`src/rtl/uart_tmo_pkg.sv`:
```
package uart_tmo_pkg;

    typedef enum logic [1:0] {
        ST_IDLE    = 2'd0,
        ST_COUNT   = 2'd1,
        ST_EXPIRED = 2'd2
    } tmo_state_e;

    localparam int START_BITS     = 1;
    localparam int MIN_WORD_BITS  = 5;

endpackage

```
`src/rtl/uart_tmo_char_time.sv`:
```
module uart_tmo_char_time #(
    parameter int CNT_W         = 10,
    parameter int TICKS_PER_BIT = 16,
    parameter int CHAR_TIMES    = 4
) (
    input  logic [1:0]       word_len,
    input  logic             parity_on,
    input  logic             two_stop,
    output logic [CNT_W-1:0] reload_val
);
    import uart_tmo_pkg::*;

    localparam int TICKS_PER_FRAME_BIT = TICKS_PER_BIT * CHAR_TIMES;

    logic [CNT_W-1:0] frame_bits;

    always_comb begin
        frame_bits = CNT_W'(START_BITS + MIN_WORD_BITS)
                   + CNT_W'(word_len)
                   + CNT_W'(parity_on)
                   + (two_stop ? CNT_W'(2) : CNT_W'(1));
        reload_val = frame_bits * CNT_W'(TICKS_PER_FRAME_BIT);
    end

endmodule

```
`src/rtl/uart_tmo_fsm.sv`:
```
module uart_tmo_fsm #(
    parameter int CNT_W = 10
) (
    input  logic             clk,
    input  logic             rst,
    input  logic             fifo_empty,
    input  logic             reload_req,
    input  logic             tick16x,
    input  logic [CNT_W-1:0] reload_val,
    output logic             expired
);
    import uart_tmo_pkg::*;

    tmo_state_e       state, nxt_state;
    logic [CNT_W-1:0] cnt, nxt_cnt;

    always_comb begin
        nxt_state = state;
        nxt_cnt   = cnt;
        if (fifo_empty) begin
            nxt_state = ST_IDLE;
            nxt_cnt   = reload_val;
        end else if (reload_req) begin
            nxt_state = ST_COUNT;
            nxt_cnt   = reload_val;
        end else begin
            unique case (state)
                ST_IDLE, ST_COUNT: begin
                    if (tick16x) begin
                        nxt_cnt   = cnt - CNT_W'(1);
                        nxt_state = (cnt == CNT_W'(1)) ? ST_EXPIRED : ST_COUNT;
                    end
                end
                ST_EXPIRED: begin
                    nxt_state = ST_EXPIRED;
                end
                default: begin
                    nxt_state = ST_IDLE;
                    nxt_cnt   = reload_val;
                end
            endcase
        end
    end

    always_ff @(posedge clk) begin
        if (rst) begin
            state <= ST_IDLE;
            cnt   <= reload_val;
        end else begin
            state <= nxt_state;
            cnt   <= nxt_cnt;
        end
    end

    always_comb begin
        expired = (state == ST_EXPIRED);
    end

    assert_state_matches_count_R2: assert property (@(posedge clk) disable iff (rst)
        (state == ST_EXPIRED) == (cnt == '0));

    assert_hold_at_zero_R2: assert property (@(posedge clk) disable iff (rst)
        (cnt == '0 && !fifo_empty && !reload_req) |=> (cnt == '0));

    assert_step_down_R2: assert property (@(posedge clk) disable iff (rst)
        (cnt != '0 && tick16x && !fifo_empty && !reload_req) |=> (cnt == CNT_W'($past(cnt) - CNT_W'(1))));

    assert_no_tick_no_move_R2: assert property (@(posedge clk) disable iff (rst)
        (!tick16x && !fifo_empty && !reload_req) |=> $stable(cnt));

    assert_empty_pins_reload_R5: assert property (@(posedge clk) disable iff (rst)
        fifo_empty |=> (cnt == $past(reload_val)));

    assert_reload_on_event_R6: assert property (@(posedge clk) disable iff (rst)
        (reload_req && !fifo_empty) |=> (cnt == $past(reload_val) && state == ST_COUNT));

endmodule

```
`src/rtl/uart_tmo_qualify.sv`:
```
module uart_tmo_qualify (
    input  logic expired,
    input  logic rda_irq_en,
    input  logic fifo_nonempty,
    input  logic rx_read,
    output logic irq
);
    always_comb begin
        irq = expired && rda_irq_en && fifo_nonempty && !rx_read;
    end
endmodule

```
`src/rtl/uart_rx_timeout_irq.sv`:
```
module uart_rx_timeout_irq #(
    parameter int FIFO_CNT_W    = 5,
    parameter int CNT_W         = 10,
    parameter int TICKS_PER_BIT = 16,
    parameter int CHAR_TIMES    = 4
) (
    input  logic                  clk,
    input  logic                  rst,
    input  logic [FIFO_CNT_W-1:0] rx_fifo_count,
    input  logic                  rx_push,
    input  logic                  rx_read,
    input  logic                  rda_irq_en,
    input  logic [1:0]            word_len,
    input  logic                  parity_on,
    input  logic                  two_stop,
    input  logic                  tick16x,
    output logic                  timeout_irq
);
    logic [CNT_W-1:0] reload_val;
    logic             fifo_nonempty;
    logic             expired;

    always_comb begin
        fifo_nonempty = |rx_fifo_count;
    end

    uart_tmo_char_time #(
        .CNT_W         (CNT_W),
        .TICKS_PER_BIT (TICKS_PER_BIT),
        .CHAR_TIMES    (CHAR_TIMES)
    ) u_char_time (
        .word_len   (word_len),
        .parity_on  (parity_on),
        .two_stop   (two_stop),
        .reload_val (reload_val)
    );

    uart_tmo_fsm #(
        .CNT_W (CNT_W)
    ) u_fsm (
        .clk        (clk),
        .rst        (rst),
        .fifo_empty (!fifo_nonempty),
        .reload_req (rx_push || rx_read),
        .tick16x    (tick16x),
        .reload_val (reload_val),
        .expired    (expired)
    );

    uart_tmo_qualify u_qualify (
        .expired       (expired),
        .rda_irq_en    (rda_irq_en),
        .fifo_nonempty (fifo_nonempty),
        .rx_read       (rx_read),
        .irq           (timeout_irq)
    );

    assert_enable_gate_R3: assert property (@(posedge clk) disable iff (rst)
        timeout_irq |-> rda_irq_en);

    assert_nonempty_gate_R4: assert property (@(posedge clk) disable iff (rst)
        timeout_irq |-> (rx_fifo_count != '0));

    assert_read_restarts_R7: assert property (@(posedge clk) disable iff (rst)
        rx_read |=> !timeout_irq);

    assert_push_restarts_R6: assert property (@(posedge clk) disable iff (rst)
        rx_push |=> !timeout_irq);

endmodule

```
`config.mk`:
```
export PLATFORM = sky130hd
export DESIGN_NAME = uart_rx_timeout_irq
export DESIGN_NICKNAME = d
export VERILOG_FILES = /design/src/rtl/uart_tmo_pkg.sv /design/src/rtl/uart_tmo_char_time.sv /design/src/rtl/uart_tmo_fsm.sv /design/src/rtl/uart_tmo_qualify.sv /design/src/rtl/uart_rx_timeout_irq.sv
export SDC_FILE = /design/constraint.sdc
export NUM_CORES = 1
export LEC_CHECK = 0
export ABC_AREA = 1
export BUFFER_PORTS_ARGS = -buffer_cell sky130_fd_sc_hd__buf_2
export CAP_MARGIN = 20
export CORE_MARGIN = 2
export CORE_UTILIZATION = 59
export CTS_CLUSTER_SIZE = 28
export DETAILED_ROUTE_END_ITERATION = 10
export GPL_TIMING_DRIVEN = 0
export HOLD_SLACK_MARGIN = 0.03
export PLACE_DENSITY = 0.88
export SYNTH_ARGS = -nofsm -noshare
export SYNTH_HDL_FRONTEND = slang
export SYNTH_HIERARCHICAL = 1
export SYNTH_SLANG_ARGS = --single-unit
export TNS_END_PERCENT = 30
```
`constraint.sdc`:
```
create_clock -name clk -period 3.47 [get_ports clk]
set_clock_uncertainty 0.1 [all_clocks]
set_input_delay 0.1735 -clock clk [delete_from_list [all_inputs] [get_ports clk]]
set_output_delay 0.1735 -clock clk [all_outputs]
set_load 0.02 [all_outputs]
```
==> impl_metrics.csv, run 1 <==
group,metric,value,unit
finish,fill_cells,119,
logic_synthesis,synth_edf_count,10,
drt,vias,812,
drt,dr.first_iter.drc_count,23,
global_routing,grt_pass1_vias,800,
power_and_ir_drop,pwr-share-clk,0.252,
critical_path,cp-end-kind,"flop",
drt,first_pass_iters,4,
place,port_buffers,15,
finish,layout-drive-gt1-share,0.236,
drt,wl_met2,919,um
critical_path,crit_arrival,1.77,ns
timing,final-hold-violation-count,0,
critical_path,worstSetupPathType,"flop to flop",
floorplan,initial_core_util,0.641,
logic_synthesis,ys_warn_count,6,
timing,max_freq,531,MHz
timing,min_period,1.88,ns
critical_path,r2r_cells,3,
drt,ant_nets,0,
finish,nets,179,
place,gp_congestion,0.785,
logic_synthesis,synth_flop_cell,"edfxtp_1",
status,outcome,"finished, final reports clean",
floorplan,rows,14,
flow_run,maxCapViolations,0,
drt,wl,1790,um
logic_synthesis,yosys.area.top_type,"edfxtp_1",
global_routing,antenna_found_initial,0,
power_and_ir_drop,p_int,0.000256,W
logic_synthesis,synth.most_common_cell,"inv_1",
clocking,clk_pin_slew,0.07,ns
clocking,cts_root_buffer,"clkbuf_4",
power_and_ir_drop,finalPower,0.000363,W
timing,drv_slew,0,
global_routing,grt_pass1_wl,3080,um
global_routing,grt_overflow,0,
drt,drt-met1-wl,792,um
clocking,cts_buffer_depth,2,
timing,final.period_utilization,0.543,
floorplan,die_x,44.7,um
power_and_ir_drop,p_leak,0.583,nW
logic_synthesis,synth_top_area_share,0.307,
clocking,cts-hold-fix-buffers,0,
logic_synthesis,synth.distinct_cells,22,
critical_path,critPathLaunchType,"flop",
timing,rsz0062_at_grt,"false",
clocking,htreeDepth,1,
critical_path,cp_max_fo,6,
critical_path,required,3.35,ns
logic_synthesis,avgSynthCellArea,7.40,um2
power_and_ir_drop,powerDensity,323,nW/um2
drt,routed.top_layer,"met3",
finish,diodes,0,
power_and_ir_drop,switching_power,0.000107,W
logic_synthesis,synthTopCellsByCount,"inv_1, nand2_1, nor2_1",
clocking,cts_setup_buffers,0,
logic_synthesis,yosys-top-cells-area,"edfxtp_1, inv_1, nand2_1",
timing,whs,0.108,ns
timing,finalSetupTns,0,ns
clocking,clock_latency,0.27,ns
clocking,cts_buffers,3,
timing,maxSlewHeadroom,0.412,
power_and_ir_drop,pwr-share-seq,0.506,
global_routing,grt_max_degree,11,
hold_path,worstHoldPathType,"primary input to flop",
finish,syn_to_final_growth,15.1,%
floorplan,pin_count,16,
logic_synthesis,async_flop_share,0,
timing,setup_viol,0,
drt,routedWlPerCell,10.4,um
place,hpwl,1530,um
clocking,post_cts_resized,0,
logic_synthesis,synth-seq-area-share,0.348,
global_routing,grtUsageTotal,0.211,
floorplan,core_area,1520,um2
drt,drcViolationCount,0,
logic_synthesis,yosys_register_bits,12,
power_and_ir_drop,switching_share,0.295,
drt,met3WireLength,80,um
logic_synthesis,syn_inst,132,
clocking,cts.sinks,12,
floorplan,dieArea,2000,um2
logic_synthesis,syn_area,977,um2
floorplan,die_y,44.7,um
power_and_ir_drop,share_comb_of_total_power,0.242,
timing,tightest_slew,0.872,ns
hold_path,min_path_cells,3,
clocking,cts_tree,"yes",
power_and_ir_drop,irDropWorstVdd,0.262,mV
drt,avgViaCountPerCell,4.69,
cell usage in the layout (no fill, tap or decap):
cell type	synthesis	routed
a21oi_1	4	4
xor2_1	5	5
inv_4	1	1
nor3_4	1	1
buf_2	0	15
dfxtp_1	2	2
nand3_1	8	8
nor2_1	17	17
nor2_2	1	1
clkbuf_4	0	3
a21oi_2	3	3
conb_1	1	6
clkbuf_1	0	1
edfxtp_1	10	10
fa_1	1	1
inv_1	29	29
ha_1	5	5
buf_4	6	7
nand2_2	1	1
o21ai_0	3	3
buf_6	1	1
o21ai_2	2	2
nand2_1	28	28
or2_2	2	2
nand4_1	1	1
logic make-up (layout without fill, tap and decap cells):
group | count (synthesis) | in the layout | share of synthesized area
buffers and inverters | 37 | 57 | 0.175
and+or+nand+nor | 59 | 59 | 0.262
DFF | 12 | 12 | 0.348
other | 1 | 6 | 0.00384
AOI/OAI and AO/OA | 12 | 12 | 0.0807
adders and majority gates | 6 | 6 | 0.0845
xor gates and xnor gates | 5 | 5 | 0.0448
power by group through the flow:
stage | Combinational (W) | Sequential [W] | Clock (W)
after global routing | 0.000101 | 0.000185 | 0.0000987
after global placement | 0.0000812 | 0.000186 | 0
final | 0.0000878 | 0.000184 | 0.0000916
after floorplan | 0.0000656 | 0.000184 | 0
after detailed placement | 0.0000874 | 0.000187 | 0
after CTS | 0.0000880 | 0.000183 | 0.0000933
worst max-delay path: stages (launching register included):
cell     delay [ns]
dfxtp_1        0.42
nor2_1         0.10
o21ai_0        0.71
buf_4          0.28
stage by stage:
| step | setup WS [ns] | instance area, um2 | util | instances |
|---|---|---|---|---|
| global placement | 1.39 | 1090 | 0.716 | 168 |
| global route | 1.42 | 1120 | 0.738 | 173 |
| CTS | 1.59 | 1120 | 0.738 | 173 |
| floorplan | 1.72 | 996 | - | 137 |
| finish | 1.59 | 1120 | 0.738 | 173 |
| detailed placement | 1.60 | 1100 | 0.721 | 169 |
area by class of cell:
class,count,area [um2],area share
clock buffers,4,26.3,0.0234
inverters,30,115,0.102
multi-input cells,88,484,0.430
repair buffers,16,82.6,0.0734
flip-flops and latches,12,340,0.303
well taps,16,20.0,0.0178
plain buffers,7,56.3,0.0501
path summary, 6_finish.rpt:
path	start	end	slack (ns)
min	tick16x	u_fsm/state[0]	0.11
min reg2reg	u_fsm/state[0]	u_fsm/state[1]	0.45
max reg2reg	u_fsm/state[1]	u_fsm/cnt[5]	1.59
max	u_fsm/state[1]	u_fsm/cnt[5]	1.59
flip-flops by register name (all words and copies together), names as in the netlist:
register / cells
u_fsm/cnt: 10
u_fsm/state: 2
layer usage:
layer | global-route usage | vias to the layer above
met5 | 0 | -
met4 | 0.0545 | 0
met3 | 0.0360 | 0
met2 | 0.394 | 18
met1 | 0.247 | 352
li1 | - | 442
Power figures use the tool's default switching activity.
==> run 2: changes to the inputs <==
CORE_UTILIZATION = 55   (was 59)
PLACE_DENSITY = 0.83   (was 0.88)
clock period = 1.8 ns   (was 3.47 ns; I/O delays follow)
==> run 2 against run 1 <==
Largest power group unchanged; clock power rose by 140%; largest cell class unchanged; maximum frequency up 13%; register-to-register slack worse by 1.5 ns; utilization is 3.0 points lower; flip-flop and latch count unchanged; highest routed layer unchanged; die area rose by 6.6%; cell count is 4.6% higher; non-clock buffer count grew 7; combinational power rose by 120%.
==> impl_metrics.csv, run 2 (same netlist as run 1, synthesis figures left out) <==
group,metric,value,unit
drt,wl,1880,um
status,outcome,"finished, final reports clean",
timing,maxSlewHeadroom,0.643,
critical_path,required,1.73,ns
finish,diodes,0,
critical_path,cpPeakStageDelay,0.41,ns
critical_path,crit_arrival,1.60,ns
timing,final.period_utilization,0.925,
global_routing,grt_pass1_vias,796,
global_routing,grt_overflow,0,
power_and_ir_drop,finalPower,0.000768,W
clocking,cts.sinks,12,
timing,tightest_slew,0.533,ns
floorplan,die_y,46.2,um
finish,nets,186,
clocking,cts_tree,"yes",
floorplan,dieArea,2130,um2
timing,min_period,1.66,ns
power_and_ir_drop,pwr-share-clk,0.290,
global_routing,antenna_found_initial,0,
timing,finalSetupTns,0,ns
drt,vias,856,
place,hpwl,1410,um
place,placed_cell_area,1100,um2
place,port_buffers,15,
clocking,cts_buffer_depth,2,
critical_path,slowest_stage,"edfxtp_1",
finish,fill_cells,146,
critical_path,critPathLaunchType,"flop",
drt,first_pass_iters,5,
flow_run,maxCapViolations,0,
power_and_ir_drop,powerDensity,642,nW/um2
finish,largestRegisters,"u_fsm/cnt: 10 flops, u_fsm/state: 2 flops",
timing,rsz0062_at_grt,"false",
timing,max_freq,601,MHz
critical_path,cp-end-kind,"flop",
drt,routedWlPerCell,10.4,um
finish,largest_register_ffs,10,
floorplan,pin_count,16,
finish,stdcell_area,1200,um2
finish,utilization,0.708,
place,gp_congestion,0.793,
finish,regMostFlops,"u_fsm/cnt",
drt,drcViolationCount,0,
critical_path,worstSetupPathType,"flop to flop",
timing,setup_viol,0,
finish,layout-drive-gt1-share,0.287,
clocking,cts_root_buffer,"clkbuf_4",
power_and_ir_drop,p_int,0.000547,W
clocking,cts_buffers,3,
global_routing,grtUsageTotal,0.204,
drt,ant_nets,0,
power_and_ir_drop,switching_power,0.000221,W
clocking,htreeDepth,1,
critical_path,path_cells,"inv_2 > buf_4 > ha_1 > nand3_1 > nor2_1 > xor2_1 > nand2_1 > nand2_1",
critical_path,crit_top_cell,"nand2_1",
timing,final-hold-violation-count,0,
power_and_ir_drop,share_comb_of_total_power,0.250,
power_and_ir_drop,irDropWorstVdd,0.407,mV
global_routing,grt_max_degree,11,
hold_path,worstHoldPathType,"primary input to flop",
floorplan,initial_core_util,0.579,
floorplan,rows,15,
power_and_ir_drop,p_leak,0.621,nW
drt,dr.first_iter.drc_count,18,
critical_path,critical-path-top-delay-family,"simple AND/OR/NAND/NOR gates",
timing,drv_slew,0,
critical_path,cp_max_fo,3,
finish,syn_to_final_growth,22.4,%
global_routing,grt_pass1_wl,3060,um
power_and_ir_drop,pwr-share-seq,0.460,
finish,final_cell_mix,"inv_1, nand2_1, nor2_1, buf_2, buf_4",
clocking,clock_latency,0.28,ns
floorplan,core_area,1690,um2
power_and_ir_drop,switching_share,0.287,
floorplan,die_x,46.2,um
clocking,clk_pin_slew,0.08,ns
drt,avgViaCountPerCell,4.73,
critical_path,worst-path-buf-inv,2,
run 2: changes by cell type in the layout (fill, tap and decap cells not counted):
cell           change
nor2_1             -2
o21ai_0            -1
dlygate4sd3_1      +1
inv_1              -1
inv_2              +1
o21ai_1            +1
clkbuf_1           -1
clkbuf_8           +1
nor2_2             +2
buf_4              +6
run 2: power groups by stage:
stage / logic [W] / registers, W / clock network, W
floorplan: 0.000126 / 0.000355 / 0
global placement: 0.000156 / 0.000358 / 0
detailed placement: 0.000165 / 0.000359 / 0
CTS: 0.000173 / 0.000353 / 0.000228
global route: 0.000218 / 0.000356 / 0.000239
finish: 0.000192 / 0.000353 / 0.000223
run 2: worst paths after layout:
path | startpoint | endpoint | slack, ns | cells past startpoint
hold reg to reg | u_fsm/state[0] | u_fsm/state[1] | 0.46 | 3
setup / recovery | u_fsm/cnt[1] | u_fsm/cnt[8] | 0.14 | 8
hold / removal | rst | u_fsm/state[0] | 0.01 | 4
setup reg to reg | u_fsm/cnt[1] | u_fsm/cnt[8] | 0.14 | 8
run 2: area by class of cell:
type	count	area, um2	share of cell area
buffer	7	56.3	0.0471
clock buffer	4	36.3	0.0303
inverter	30	115	0.0962
multi-input combinational	88	489	0.409
sequential	12	340	0.285
tap	17	21.3	0.0178
timing repair buffer	23	138	0.115
run 2: what timing repair did:
| item | 4_1_cts | 5_1_grt |
|---|---|---|
| pin swaps | 0 | 5 |
| setup endpoints to repair | 5 | 1 |
| buffers inserted | 0 | 6 |
| endpoints found under the hold margin | 1 | 0 |
| gates resized for setup | 1 | 3 |
| hold buffers | 2 | 0 |
run 2: routing by layer:
metal  global-route usage  share of wire  up-vias
li1                     -              -      456
met1                0.217           0.42      379
met2                0.378           0.55       21
met3               0.0471          0.030        0
met4               0.0857              0        0
met5                    0              0        -
run 2: worst reg2reg max path, cell delays in order (launching register included):
cell      delay [ns]
edfxtp_1        0.41
inv_2           0.08
buf_4           0.10
ha_1            0.21
nand3_1         0.14
nor2_1          0.16
xor2_1          0.08
nand2_1         0.08
nand2_1         0.07
run 2: stage by stage:
step	hold WS, ns	cells	setup WS [ns]
detailed placement	0.289	170	-0.0785
CTS	0.107	176	0.0330
finish	0.0148	181	0.135
global placement	0.274	169	-0.291
floorplan	0.150	137	0.0531
global route	0.0385	181	0.0264
